<file path="src/rtl/regmode_pkg.sv">
package regmode_pkg;

   typedef enum logic [3:0] {
      MODE_OFF  = 4'b0001,
      MODE_LIN  = 4'b0010,
      MODE_DOWN = 4'b0100,
      MODE_UP   = 4'b1000
   } mode_e;

   // comparator bundle, bit 0 is supply_ok
   typedef struct packed {
      logic load_heavy;
      logic vcp_below_up;
      logic vin_above_up;
      logic vcp_below_dn;
      logic vin_above_dn;
      logic enable_ok;
      logic supply_ok;
   } cmp_flags_t;

   localparam int CMP_W = $bits(cmp_flags_t);

endpackage

</file>
<file path="src/rtl/regmode_sync.sv">
module regmode_sync #(
   parameter int WIDTH  = 7,
   parameter int STAGES = 2
) (
   input  logic             clk,
   input  logic             rst_n,
   input  logic [WIDTH-1:0] async_i,
   output logic [WIDTH-1:0] sync_o
);

   if (STAGES < 2) begin : g_bad_stages
      $error("regmode_sync: STAGES must be at least 2");
   end
   if (WIDTH < 1) begin : g_bad_width
      $error("regmode_sync: WIDTH must be at least 1");
   end

   logic [WIDTH-1:0] chain_q [STAGES];

   for (genvar s = 0; s < STAGES; s++) begin : g_stage
      if (s == 0) begin : g_first
         always_ff @(posedge clk) begin
            if (!rst_n) chain_q[s] <= '0;
            else        chain_q[s] <= async_i;
         end
      end else begin : g_next
         always_ff @(posedge clk) begin
            if (!rst_n) chain_q[s] <= '0;
            else        chain_q[s] <= chain_q[s-1];
         end
      end
   end

   assign sync_o = chain_q[STAGES-1];

endmodule

</file>
<file path="src/rtl/regmode_hist.sv">
module regmode_hist (
   input  logic clk,
   input  logic rst_n,
   input  logic seen_high_i,
   input  logic clear_i,
   output logic hist_o
);

   logic hist_q;

   always_ff @(posedge clk) begin
      if (!rst_n)          hist_q <= 1'b0;
      else if (clear_i)    hist_q <= 1'b0;
      else if (seen_high_i) hist_q <= 1'b1;
   end

   assign hist_o = hist_q;

endmodule

</file>
<file path="src/rtl/regmode_fsm.sv">
module regmode_fsm
   import regmode_pkg::*;
(
   input  logic       clk,
   input  logic       rst_n,
   input  cmp_flags_t flags_i,
   input  logic       hist_i,
   output mode_e      mode_o,
   output logic       enter_off_o
);

   mode_e state_q, state_d;
   logic  power_ok, dn_enter, dn_leave, up_enter, up_leave;

   always_comb begin
      power_ok = flags_i.supply_ok & flags_i.enable_ok;
      dn_enter = flags_i.vin_above_dn & flags_i.load_heavy;
      dn_leave = (~flags_i.vin_above_dn & flags_i.vcp_below_dn) | ~flags_i.load_heavy;
      up_enter = flags_i.vcp_below_up & ~flags_i.vin_above_up & hist_i;
      up_leave = flags_i.vin_above_up;
   end

   always_comb begin
      state_d = state_q;
      if (!power_ok) begin
         state_d = MODE_OFF;
      end else begin
         unique case (state_q)
            MODE_OFF:  state_d = MODE_LIN;
            MODE_LIN: begin
               if (dn_enter)      state_d = MODE_DOWN;
               else if (up_enter) state_d = MODE_UP;
            end
            MODE_DOWN: if (dn_leave) state_d = MODE_LIN;
            MODE_UP:   if (up_leave) state_d = MODE_LIN;
            default:   state_d = MODE_OFF;
         endcase
      end
   end

   always_ff @(posedge clk) begin
      if (!rst_n) state_q <= MODE_OFF;
      else        state_q <= state_d;
   end

   assign mode_o      = state_q;
   assign enter_off_o = (state_d == MODE_OFF) && (state_q != MODE_OFF);

   // power loss forces off on the next edge
   a_r4_off_on_power_loss: assert property (@(posedge clk) disable iff (!rst_n)
      !(flags_i.supply_ok && flags_i.enable_ok) |=> (state_q == MODE_OFF));

   // off only ever exits to linear
   a_r5_off_exits_to_lin: assert property (@(posedge clk) disable iff (!rst_n)
      (state_q == MODE_OFF) |=> (state_q == MODE_OFF || state_q == MODE_LIN));

   // step-down entry taken, even if step-up also qualifies
   a_r6_dn_entry: assert property (@(posedge clk) disable iff (!rst_n)
      (state_q == MODE_LIN && flags_i.supply_ok && flags_i.enable_ok &&
       flags_i.vin_above_dn && flags_i.load_heavy) |=> (state_q == MODE_DOWN));

   // no step-up without the memory bit
   a_r10_no_up_without_hist: assert property (@(posedge clk) disable iff (!rst_n)
      (state_q == MODE_LIN && !hist_i) |=> (state_q != MODE_UP));

   // step-up released when input climbs
   a_r11_up_release: assert property (@(posedge clk) disable iff (!rst_n)
      (state_q == MODE_UP && flags_i.supply_ok && flags_i.enable_ok &&
       flags_i.vin_above_up) |=> (state_q == MODE_LIN));

endmodule

</file>
<file path="src/rtl/regmode_ctrl.sv">
module regmode_ctrl
   import regmode_pkg::*;
#(
   parameter int SYNC_STAGES = 2
) (
   input  logic       clk,
   input  logic       rst_n,
   input  logic       supply_ok_i,
   input  logic       enable_ok_i,
   input  logic       vin_above_dn_i,
   input  logic       vcp_below_dn_i,
   input  logic       vin_above_up_i,
   input  logic       vcp_below_up_i,
   input  logic       load_heavy_i,
   output logic [3:0] mode_o,
   output logic       pump_run_o,
   output logic       reg_en_o
);

   cmp_flags_t raw_flags, sync_flags;
   logic       hist, enter_off;
   mode_e      mode;

   always_comb begin
      raw_flags.supply_ok    = supply_ok_i;
      raw_flags.enable_ok    = enable_ok_i;
      raw_flags.vin_above_dn = vin_above_dn_i;
      raw_flags.vcp_below_dn = vcp_below_dn_i;
      raw_flags.vin_above_up = vin_above_up_i;
      raw_flags.vcp_below_up = vcp_below_up_i;
      raw_flags.load_heavy   = load_heavy_i;
   end

   regmode_sync #(.WIDTH(CMP_W), .STAGES(SYNC_STAGES)) u_sync (
      .clk     (clk),
      .rst_n   (rst_n),
      .async_i (raw_flags),
      .sync_o  (sync_flags)
   );

   regmode_hist u_hist (
      .clk         (clk),
      .rst_n       (rst_n),
      .seen_high_i (sync_flags.vin_above_up),
      .clear_i     (enter_off),
      .hist_o      (hist)
   );

   regmode_fsm u_fsm (
      .clk         (clk),
      .rst_n       (rst_n),
      .flags_i     (sync_flags),
      .hist_i      (hist),
      .mode_o      (mode),
      .enter_off_o (enter_off)
   );

   assign mode_o     = mode;
   assign pump_run_o = (mode == MODE_DOWN) || (mode == MODE_UP);
   assign reg_en_o   = (mode != MODE_OFF);

   // mode word stays one-hot
   a_r2_mode_onehot: assert property (@(posedge clk) disable iff (!rst_n)
      $countones(mode_o) == 1);

   // pump never runs while the regulator is disabled
   a_r2_pump_needs_reg: assert property (@(posedge clk) disable iff (!rst_n)
      pump_run_o |-> reg_en_o);

endmodule

</file>
<file path="config.mk">
export PLATFORM = sky130hd
export DESIGN_NAME = regmode_ctrl
export DESIGN_NICKNAME = d
export VERILOG_FILES = /design/src/rtl/regmode_pkg.sv /design/src/rtl/regmode_sync.sv /design/src/rtl/regmode_hist.sv /design/src/rtl/regmode_fsm.sv /design/src/rtl/regmode_ctrl.sv
export SDC_FILE = /design/constraint.sdc
export NUM_CORES = 1
export LEC_CHECK = 0
export BUFFER_PORTS_ARGS = -buffer_cell sky130_fd_sc_hd__buf_2
export CAP_MARGIN = 40
export CELL_PAD_IN_SITES_DETAIL_PLACEMENT = 1
export CELL_PAD_IN_SITES_GLOBAL_PLACEMENT = 1
export CORE_MARGIN = 10
export CORE_UTILIZATION = 35
export CTS_CLUSTER_DIAMETER = 80
export DETAILED_ROUTE_END_ITERATION = 8
export PLACE_DENSITY_LB_ADDON = 0.3
export SLEW_MARGIN = 30
export SYNTH_ARGS = -nofsm -noshare
export SYNTH_HDL_FRONTEND = slang
export SYNTH_SLANG_ARGS = --single-unit
</file>
<file path="constraint.sdc">
create_clock -name clk -period 1.3 [get_ports clk]
set_input_delay 0.065 -clock clk [delete_from_list [all_inputs] [get_ports clk]]
set_output_delay 0.065 -clock clk [all_outputs]
set_load 0.05 [all_outputs]
</file>
; Word level (Yosys, flattened, before mapping)
; Memory sizes are Yosys's and may differ from the RTL's.
; Cells that the tools add are included.
; Widths: inputs -> output; s select.
[op_classes]
eq_ne = 6
muxes = 10
bitwise = 12
n_reduce_logical = 3
[op_table]
columns = operator, n
row1 = $mux 4, 5
row2 = $pmux 4 s4, 1
row3 = $mux 7, 2
row4 = $eq 4x1->1 const B, 2
row5 = $and 1x1->1, 5
row6 = $eq 4x2->1 const B, 1
row7 = $eq 4x3->1 const B, 1
row8 = $eq 4x4->1 const B, 1
row9 = $ne 4x1->1 const B, 1
row10 = $not 1->1, 4
row11 = $or 1x1->1, 3
row12 = $mux 1, 2
row13 = $reduce_or 2->1, 1
row14 = $logic_and 1x1->1, 1
row15 = $logic_or 1x1->1, 1
[totals]
ff_bits = 5
ram_bits = 14
in_bits = 9
wordCells = 34
memories = 1
[mem_list]
columns = memory, depth, width, rd, rd_ports_with_merged_regs, write_ports, line_no
row1 = u_sync.chain_q, 2, 7, 2, 0, 2, regmode_sync.sv:18  ; logic [WIDTH-1:0] chain_q [STAGES];

; Longest topological paths before layout
; Gate-level depths: netlist of the first run.
[depth]
word_depth = 10
mapped_depth = 5

; Modules after synthesis
; From an unflattened synthesis of the first run, not the netlist that was laid out.
[hier_totals]
hier_cells = 71
area_unflattened_um2 = 730.7
[modules_own_cells]
columns = mod, instances, cells_each, area_per_inst_um2, seq_area_each_um2
row1 = regmode_sync, 1, 29, 391.6, 280.3
row2 = regmode_fsm, 1, 36, 279.0, 80.1
row3 = regmode_hist, 1, 3, 36.3, 20.0
row4 = regmode_ctrl, 1, 3, 23.8, 0.0

; Worst setup path after synthesis of the first run
; Ideal clock, no wire load.
[synth_timing]
kind = reg-to-reg
startpoint = reg u_fsm.state_q[0], in the netlist u_fsm.mode_o[0]
endpoint = reg u_fsm.state_q[3], in the netlist u_fsm.mode_o[3]
setup_time_ns = 0.073
arrival_ns = 1.469
required_ns = 1.227
setup_slack_ns = -0.242
stages_incl_launch_ff = 6
period_less_slack_ns = 1.542
cell_sequence = dfxtp_1 -> buf_6 -> nand2b_2 -> a311oi_2 -> o2111ai_2 -> nor3_2
[synth_between]
elab_chain_len = 3
[synth_lines]
columns = element, line_no
row1 = "start, declared", regmode_fsm.sv:12  ; mode_e state_q, state_d;
row2 = "start signal, assigned", regmode_fsm.sv:43  ; else state_q <= state_d;
row3 = $eq 4x4->1 (tied with other cells), regmode_fsm.sv:28  ; unique case (state_q)
row4 = $pmux 4 s4 *, regmode_fsm.sv:28
row5 = $mux 4 *, regmode_fsm.sv:25  ; if (!power_ok) begin
; Every way passes the cells marked *; elsewhere a longest branch is shown, timed or not.
; A chain may end at the register's enable or synchronous reset.

; Final worst setup path of the first run
[layout_timing]
startpoint = reg u_fsm.state_q[2], in the netlist u_fsm.mode_o[2]
endpoint = out pump_run_o
[layout_between]
elab_chain_len = 2
[layout_lines]
columns = element, line_no
row1 = $eq 4x3->1 or $eq 4x4->1 (tied branches), regmode_ctrl.sv:59  ; assign pump_run_o = (mode == MODE_DOWN) || (mode == MODE_UP);
row2 = $logic_or 1x1->1 *, regmode_ctrl.sv:59
row3 = "end, declared", regmode_ctrl.sv:16  ; output logic pump_run_o,
; Marked as above.

==> impl_metrics.yaml, run 1 <==
status:
  run_status: "finished clean"
die:
  core_region_area_um2: 2000
  fp.dieArea_um2: 4390
  die_height_um: 66.2
  initial_utilization_pct: 37.4
  placement_rows: 16
  die_w_um: 66.2
  ioPinCount: 15
placed_design:
  placement.setup.worst_slack_ps: 47.1
  dpl.cell_count: 113
  finalWeightedCongestion: 0.874
  buffer_ports.inserted: 14
  hpwlAfterDp_um: 1190
  dpl_cell_area_um2: 851
yosys:
  synth_simple_gate_area_share_pct: 30.1
  synthesis.nets: 84
  synth.yosys.warnings: 0
  synthCells: 75
  synth_seq_cells: 19
  synth.yosys.seq_area_share_pct: 50.8
  synth_mux_area_share_pct: 0
  parity_gate_share_of_the_synthesized_area_counting_xor_and_xnor_cells_pct: 0
  ys_dominant_reg_cell: "sky130_fd_sc_hd__dfxtp_1"
  combinational_family_with_the_most_area_after_synthesis: "simple AND/OR/NAND/NOR gates"
  synth_edf_count: 0
  synth-compound-area-share_pct: 14.5
  synthAdderAreaFrac_pct: 0
  postSynthAreaPerCell_um2: 9.98
  mappedNetlistArea_um2: 748
  post_synth_num_cell_types: 26
  synth-async-reset-ratio_pct: 0
setup_path:
  timing.critical_path.from: "u_fsm.mode_o[2]$_SDFF_PN0_"
  crit_path_arrival_time_ps: 1230
  critical_path_peak_fanout: 4
  required_time_worst_endpoint_ps: 1240
  critical_path_class: "reg -> out"
  r2r_start: "u_fsm.mode_o[2]$_SDFF_PN0_"
  rr_worst_depth: 5
  critical_path.endpoint_type: "output pin"
  critical_path.startpoint_type: "flip-flop"
finish:
  layout-drive-gt1-share_pct: 38.4
  design.final.nets: 109
  area_growth_from_synthesis_to_layout_pct: 32.4
  final_common_cell: "sky130_fd_sc_hd__dfxtp_1"
  final_cells: 126
  final_cell_area_um2: 991
  diodes: 0
  layout.cells.most_common_list: "15 x sky130_fd_sc_hd__dfxtp_1, 14 x sky130_fd_sc_hd__and2_1, 12 x sky130_fd_sc_hd__buf_2, 7 x sky130_fd_sc_hd__dlygate4sd3_1, 5 x sky130_fd_sc_hd__nand2_1"
sta:
  finalCriticalPeriod_ps: 1300
  setup_tns_ps: 0
  setup_repair_after_global_routing_missed_its_margin: "true"
  worst-slew-pin-transition_ps: 269
  clock-skew-final_ps: 5.64
  finalHoldViolCount: 0
  setup_viol: 0
  post-route-worst-setup-slack_ps: 3.67
  hold-worst-slack_ps: 130
  slew_headroom_pct: 82.1
  final-max-slew-violation-count: 0
  fmaxAchievable_mhz: 771
  finalCritPeriodShare_pct: 99.7
drt:
  routed-via-count: 596
  routed_via_density: 4.73
  drc: 0
  postRouteWirelength_um: 1620
  drt_iter0_markers: 18
  drt_first_pass_iters: 3
  ant_nets: 0
  detail_route.wl_per_cell_um: 12.9
power:
  static-leakage-power_nw: 0.414
  power-per-cell-area_nw_per_um2: 962
  peakVddDrop_uv: 667
global_route:
  first_pass_grt_wire_length_um: 2750
  grt_busiest_layer: "met2"
  grtUsageMet3_pct: 2.54
  number_of_global_route_vias_before_repair: 645
  gr-total-overflow: 0
  grtUsageMet2_pct: 12.3
  grt_max_degree: 17
  gr-usage-all-layers_pct: 7.86
  groute.layer.met1.usage_pct: 8.94
  grt_antenna_before_repair: 0
hold_path:
  min-delay-path-class: "in -> reg"
  min_from: "rst_n"
  hold_depth: 3
clocking:
  cts-root-buf: "sky130_fd_sc_hd__clkbuf_4"
  cts-htree-levels: 1
  clkTransAtPathRegs_ps: 110
  cts_num_sinks: 19
  clock_insertion_delay_worst_skew_ps: 300
  clock_tree.buffer_depth: 2
  cts_tree: "done"
  tritoncts.num_buffers: 3
run:
  max_cap_viol_count: 0
## per-layer routing
metal / up-vias / share of wire, % / routed length [µm]
li1: 300 / - / -
met1: 274 / 45 / 738
met2: 18 / 45 / 729
met3: 4 / 6.7 / 109
met4: 0 / 2.8 / 46
met5: - / 0 / 0
## critical path: stages, from the launching register on
cell	delay (ps)
sky130_fd_sc_hd__dfxtp_4	380
sky130_fd_sc_hd__and2b_2	230
sky130_fd_sc_hd__o21a_1	170
sky130_fd_sc_hd__buf_6	150
## area by class of cell
class | count | area [µm²]
repair buffers | 23 | 168
well taps | 27 | 33.8
inverters | 2 | 7.51
clock inverters | 1 | 5.00
clock buffers | 3 | 22.5
multi-input cells | 51 | 359
fillers | 222 | 1010
flip-flops and latches | 19 | 395
## state kept, by name (all words and copies together) (netlist names)
name,flops
u_sync.chain_q,14
u_hist.hist_o,1
u_fsm.mode_o,4
## report_power, final
part | internal, W | switching, W | total [W]
Clock | 0.000115 | 0.000176 | 0.000290
Sequential | 0.000596 | 0.0000112 | 0.000607
Combinational | 0.0000365 | 0.0000199 | 0.0000565
Total | 0.000747 | 0.000207 | 0.000954
## cells in the mapped netlist, drive strengths merged, types with 2 or more instances
cell     n  area (µm²)
a31oi    2        12.5
and2    15        96.3
and2b    3        26.3
buf      2        22.5
dfxtp   19         380
inv      2        7.51
nand2    5        18.8
nand2b   2        15.0
nor2     6        22.5
nor3     2        15.0
o211ai   2        15.0
o21a     2        15.0
o21ai    3        15.0
## through the flow
stage | utilization [%] | power (W)
floorplan | - | 0.000644
global placement | 42.5 | 0.000660
detailed placement | 42.5 | 0.000664
CTS | 48.2 | 0.000972
global route | 49.5 | 0.00101
finish | 49.5 | 0.000954
## timing repair
item                                    4_1_cts  5_1_grt
hold buffers                                  7        0
hold endpoints to repair                      7        0
endpoints found under the setup margin        2        4
pin swaps                                     0        3
setup buffers                                 1        1
gates resized for setup                       3        7
## worst paths after layout
kind | endpoint | slack, ps
setup / recovery | pump_run_o | 4
hold / removal | u_hist.hist_o$_SDFFE_PP0P_ | 130
setup reg to reg | u_fsm.mode_o[1]$_SDFF_PN0_ | 30
hold reg to reg | u_sync.chain_q[1][4]$_SDFF_PN0_ | 440
## cell families after synthesis
group	after synthesis
and+or+nand+nor	37
DFF	19
AOI/OAI and AO/OA	14
buffers and inverters	5
Note: power is estimated with default switching activity, not from simulation.
==> run 2: changes to the inputs <==
SYNTH_HIERARCHICAL = 1   (was unset)
==> impl_metrics.yaml, run 2 <==
drt:
  ant_nets: 0
  postRouteWirelength_um: 1650
  drt_iter0_markers: 6
  drt_first_pass_iters: 4
  routed_via_density: 4.53
  drc: 0
  detail_route.wl_per_cell_um: 12.9
  routed-via-count: 580
setup_path:
  required_time_worst_endpoint_ps: 1240
  worst_setup_path_endpoint: "reg_en_o"
  rr_worst_depth: 5
  critical_path_class: "reg -> out"
  timing.critical_path.from: "u_fsm/mode_o[2]$_SDFF_PN0_"
  r2r_slack_ps: 0
  critical_path.endpoint_type: "output pin"
  crit-reg2reg-capture: "u_fsm/mode_o[1]$_SDFF_PN0_"
  critical_path.startpoint_type: "flip-flop"
  critical_path_peak_fanout: 3
  crit_path_arrival_time_ps: 1400
  r2r_start: "u_fsm/mode_o[3]$_SDFF_PN0_"
sta:
  final-max-slew-violation-count: 0
  fmaxAchievable_mhz: 684
  slew_headroom_pct: 77.6
  setup_viol: 3
  post-route-worst-setup-slack_ps: -163
  finalCriticalPeriod_ps: 1460
  worst-slew-pin-transition_ps: 332
  finalCritPeriodShare_pct: 113
  clock-skew-final_ps: 1.27
  setup_repair_after_global_routing_missed_its_margin: "true"
  finalHoldViolCount: 0
power:
  power.switching_w: 0.000193
  cell_internal_pwr_w: 0.000758
  power-per-cell-area_nw_per_um2: 899
  power.share.switching_pct: 20.3
  share_seq_of_total_power_pct: 64.0
  peakVddDrop_uv: 601
  static-leakage-power_nw: 0.422
  comb_power_share_pct: 6.5
  clock_power_share_pct: 29.5
hold_path:
  min-delay-path-class: "in -> reg"
finish:
  area_growth_from_synthesis_to_layout_pct: 44.9
  design.final.nets: 111
  diodes: 0
  final_cells: 128
  n_fill_cell: 215
  final_core_util_pct: 53.4
  final_common_cell: "sky130_fd_sc_hd__dfxtp_1"
  layout-drive-gt1-share_pct: 46.5
  layout.cells.most_common_list: "15 x sky130_fd_sc_hd__dfxtp_1, 12 x sky130_fd_sc_hd__buf_2, 10 x sky130_fd_sc_hd__and2_2, 7 x sky130_fd_sc_hd__dlygate4sd3_1, 7 x sky130_fd_sc_hd__nor2_1"
  regMostFlops: "u_sync/chain_q"
  max_reg_flops: 14
placed_design:
  dpl.cell_count: 113
  hpwlAfterDp_um: 1070
  buffer_ports.inserted: 14
  finalWeightedCongestion: 0.816
global_route:
  gr-total-overflow: 0
  first_pass_grt_wire_length_um: 2590
  grt_antenna_before_repair: 0
  number_of_global_route_vias_before_repair: 623
  grt_max_degree: 17
  gr-usage-all-layers_pct: 7.58
clocking:
  clock_tree.buffer_depth: 2
  cts_tree: "done"
  clock_insertion_delay_worst_skew_ps: 280
  cts-htree-levels: 1
  tritoncts.num_buffers: 3
  cts-root-buf: "sky130_fd_sc_hd__clkbuf_4"
  cts_num_sinks: 19
  clkTransAtPathRegs_ps: 100
status:
  run_status: "complete, but fails checks"
  violations: "negative setup slack"
yosys:
  synthCells: 71
  synthDominantAreaCellType: "sky130_fd_sc_hd__dfxtp_1"
  ys_dominant_reg_cell: "sky130_fd_sc_hd__dfxtp_1"
  post_synth_num_cell_types: 26
  postSynthAreaPerCell_um2: 10.3
  synth_common_cells: "19 x sky130_fd_sc_hd__dfxtp_1, 10 x sky130_fd_sc_hd__and2_2, 7 x sky130_fd_sc_hd__nor2_1"
  synth.yosys.warnings: 6
  ys_top_cells_by_area: "sky130_fd_sc_hd__dfxtp_1 52%, sky130_fd_sc_hd__and2_2 10%, sky130_fd_sc_hd__nor2_1 3.6%, sky130_fd_sc_hd__and2_1 3.4%, sky130_fd_sc_hd__xnor2_1 2.4%"
  synthMostInstantiatedCell: "sky130_fd_sc_hd__dfxtp_1"
  mappedNetlistArea_um2: 731
  synth_edf_count: 0
  synth-async-reset-ratio_pct: 0
  synth_seq_cells: 19
  synthesis.nets: 80
  synth.top_cell.area_share_pct: 52.1
  synth.yosys.seq_area_share_pct: 52.1
die:
  placement_rows: 16
  die_w_um: 65.7
  initial_utilization_pct: 36.9
  fp.dieArea_um2: 4320
  core_region_area_um2: 1980
  die_height_um: 65.7
  ioPinCount: 15
run:
  max_cap_viol_count: 0
run 2: changes by cell type after synthesis, moves of 2 or more:
| cell | previous run | this run |
|---|---|---|
| sky130_fd_sc_hd__and2b_2 | 3 | 0 |
| sky130_fd_sc_hd__and2_1 | 14 | 4 |
| sky130_fd_sc_hd__and2_2 | 0 | 10 |
| sky130_fd_sc_hd__nor2b_1 | 0 | 2 |
| sky130_fd_sc_hd__nand2_1 | 5 | 2 |
| sky130_fd_sc_hd__xnor2_1 | 0 | 2 |
| sky130_fd_sc_hd__o211ai_1 | 2 | 0 |
run 2: how the worst min path moves through the flow:
stage,from,to,slack [ps],cells past startpoint
floorplan,rst_n,u_fsm/mode_o[0]$_SDFF_PN1_,170,1
global placement,load_heavy_i,u_sync/chain_q[0][6]$_SDFF_PN0_,280,2
detailed placement,supply_ok_i,u_sync/chain_q[0][0]$_SDFF_PN0_,290,2
CTS,rst_n,u_sync/chain_q[1][0]$_SDFF_PN0_,130,2
global route,rst_n,u_sync/chain_q[1][0]$_SDFF_PN0_,160,2
finish,rst_n,u_fsm/mode_o[0]$_SDFF_PN1_,130,2
run 2: logic make-up after synthesis:
| logic type | share of synthesized area (%) |
|---|---|
| and+or+nand+nor | 28.8 |
| AOI/OAI and AO/OA | 12.7 |
| buffers and inverters | 4.11 |
| xor gates and xnor gates | 2.40 |
| DFF | 52.1 |
run 2: metal layers:
| metal | wire (µm) | GRT usage, % |
|---|---|---|
| met1 | 728 | 7.48 |
| met2 | 806 | 12.8 |
| met3 | 89 | 3.05 |
| met4 | 20 | 5.08 |
| met5 | 0 | 0 |
run 2: worst max-delay path, cell delays in order, from the launching register on:
cell and delay, ps:
sky130_fd_sc_hd__dfxtp_2 340, sky130_fd_sc_hd__buf_4 130, sky130_fd_sc_hd__or4b_4 470, sky130_fd_sc_hd__buf_6 170
run 2: metrics by stage:
stage | setup slack [ps] | TNS [ps] | hold WS [ps] | power (W) | instance area, µm²
detailed placement | -120 | -120 | 288 | 0.000668 | 860
global placement | -129 | -129 | 284 | 0.000666 | 860
CTS | -174 | -276 | 135 | 0.000969 | 1010
global route | -205 | -626 | 157 | 0.00100 | 1060
finish | -163 | -256 | 134 | 0.000951 | 1060
floorplan | -49.5 | -89.9 | 167 | 0.000652 | 756
run 2: layout make-up:
type / instances / area, µm² / area share [%]
sequential: 19 / 393 / 37.1
multi-input combinational: 47 / 385 / 36.4
tap: 27 / 33.8 / 3.19
inverter: 3 / 11.3 / 1.06
clock buffer: 4 / 26.3 / 2.48
timing repair buffer: 28 / 209 / 19.7
run 2: what timing repair did:
action / in CTS / in global routing
hold endpoints to repair: 7 / 0
endpoints found under the setup margin: 3 / 6
resized for setup: 9 / 4
pin swaps: 0 / 4
setup buffers: 1 / 3
hold buffers: 7 / 0
run 2: power groups by stage:
stage,Combinational (W),Sequential (W),Clock [W]
finish,0.0000617,0.000609,0.000281
floorplan,0.0000300,0.000622,0
detailed placement,0.0000450,0.000623,0
global route,0.0000703,0.000612,0.000321
CTS,0.0000618,0.000609,0.000299
global placement,0.0000435,0.000622,0
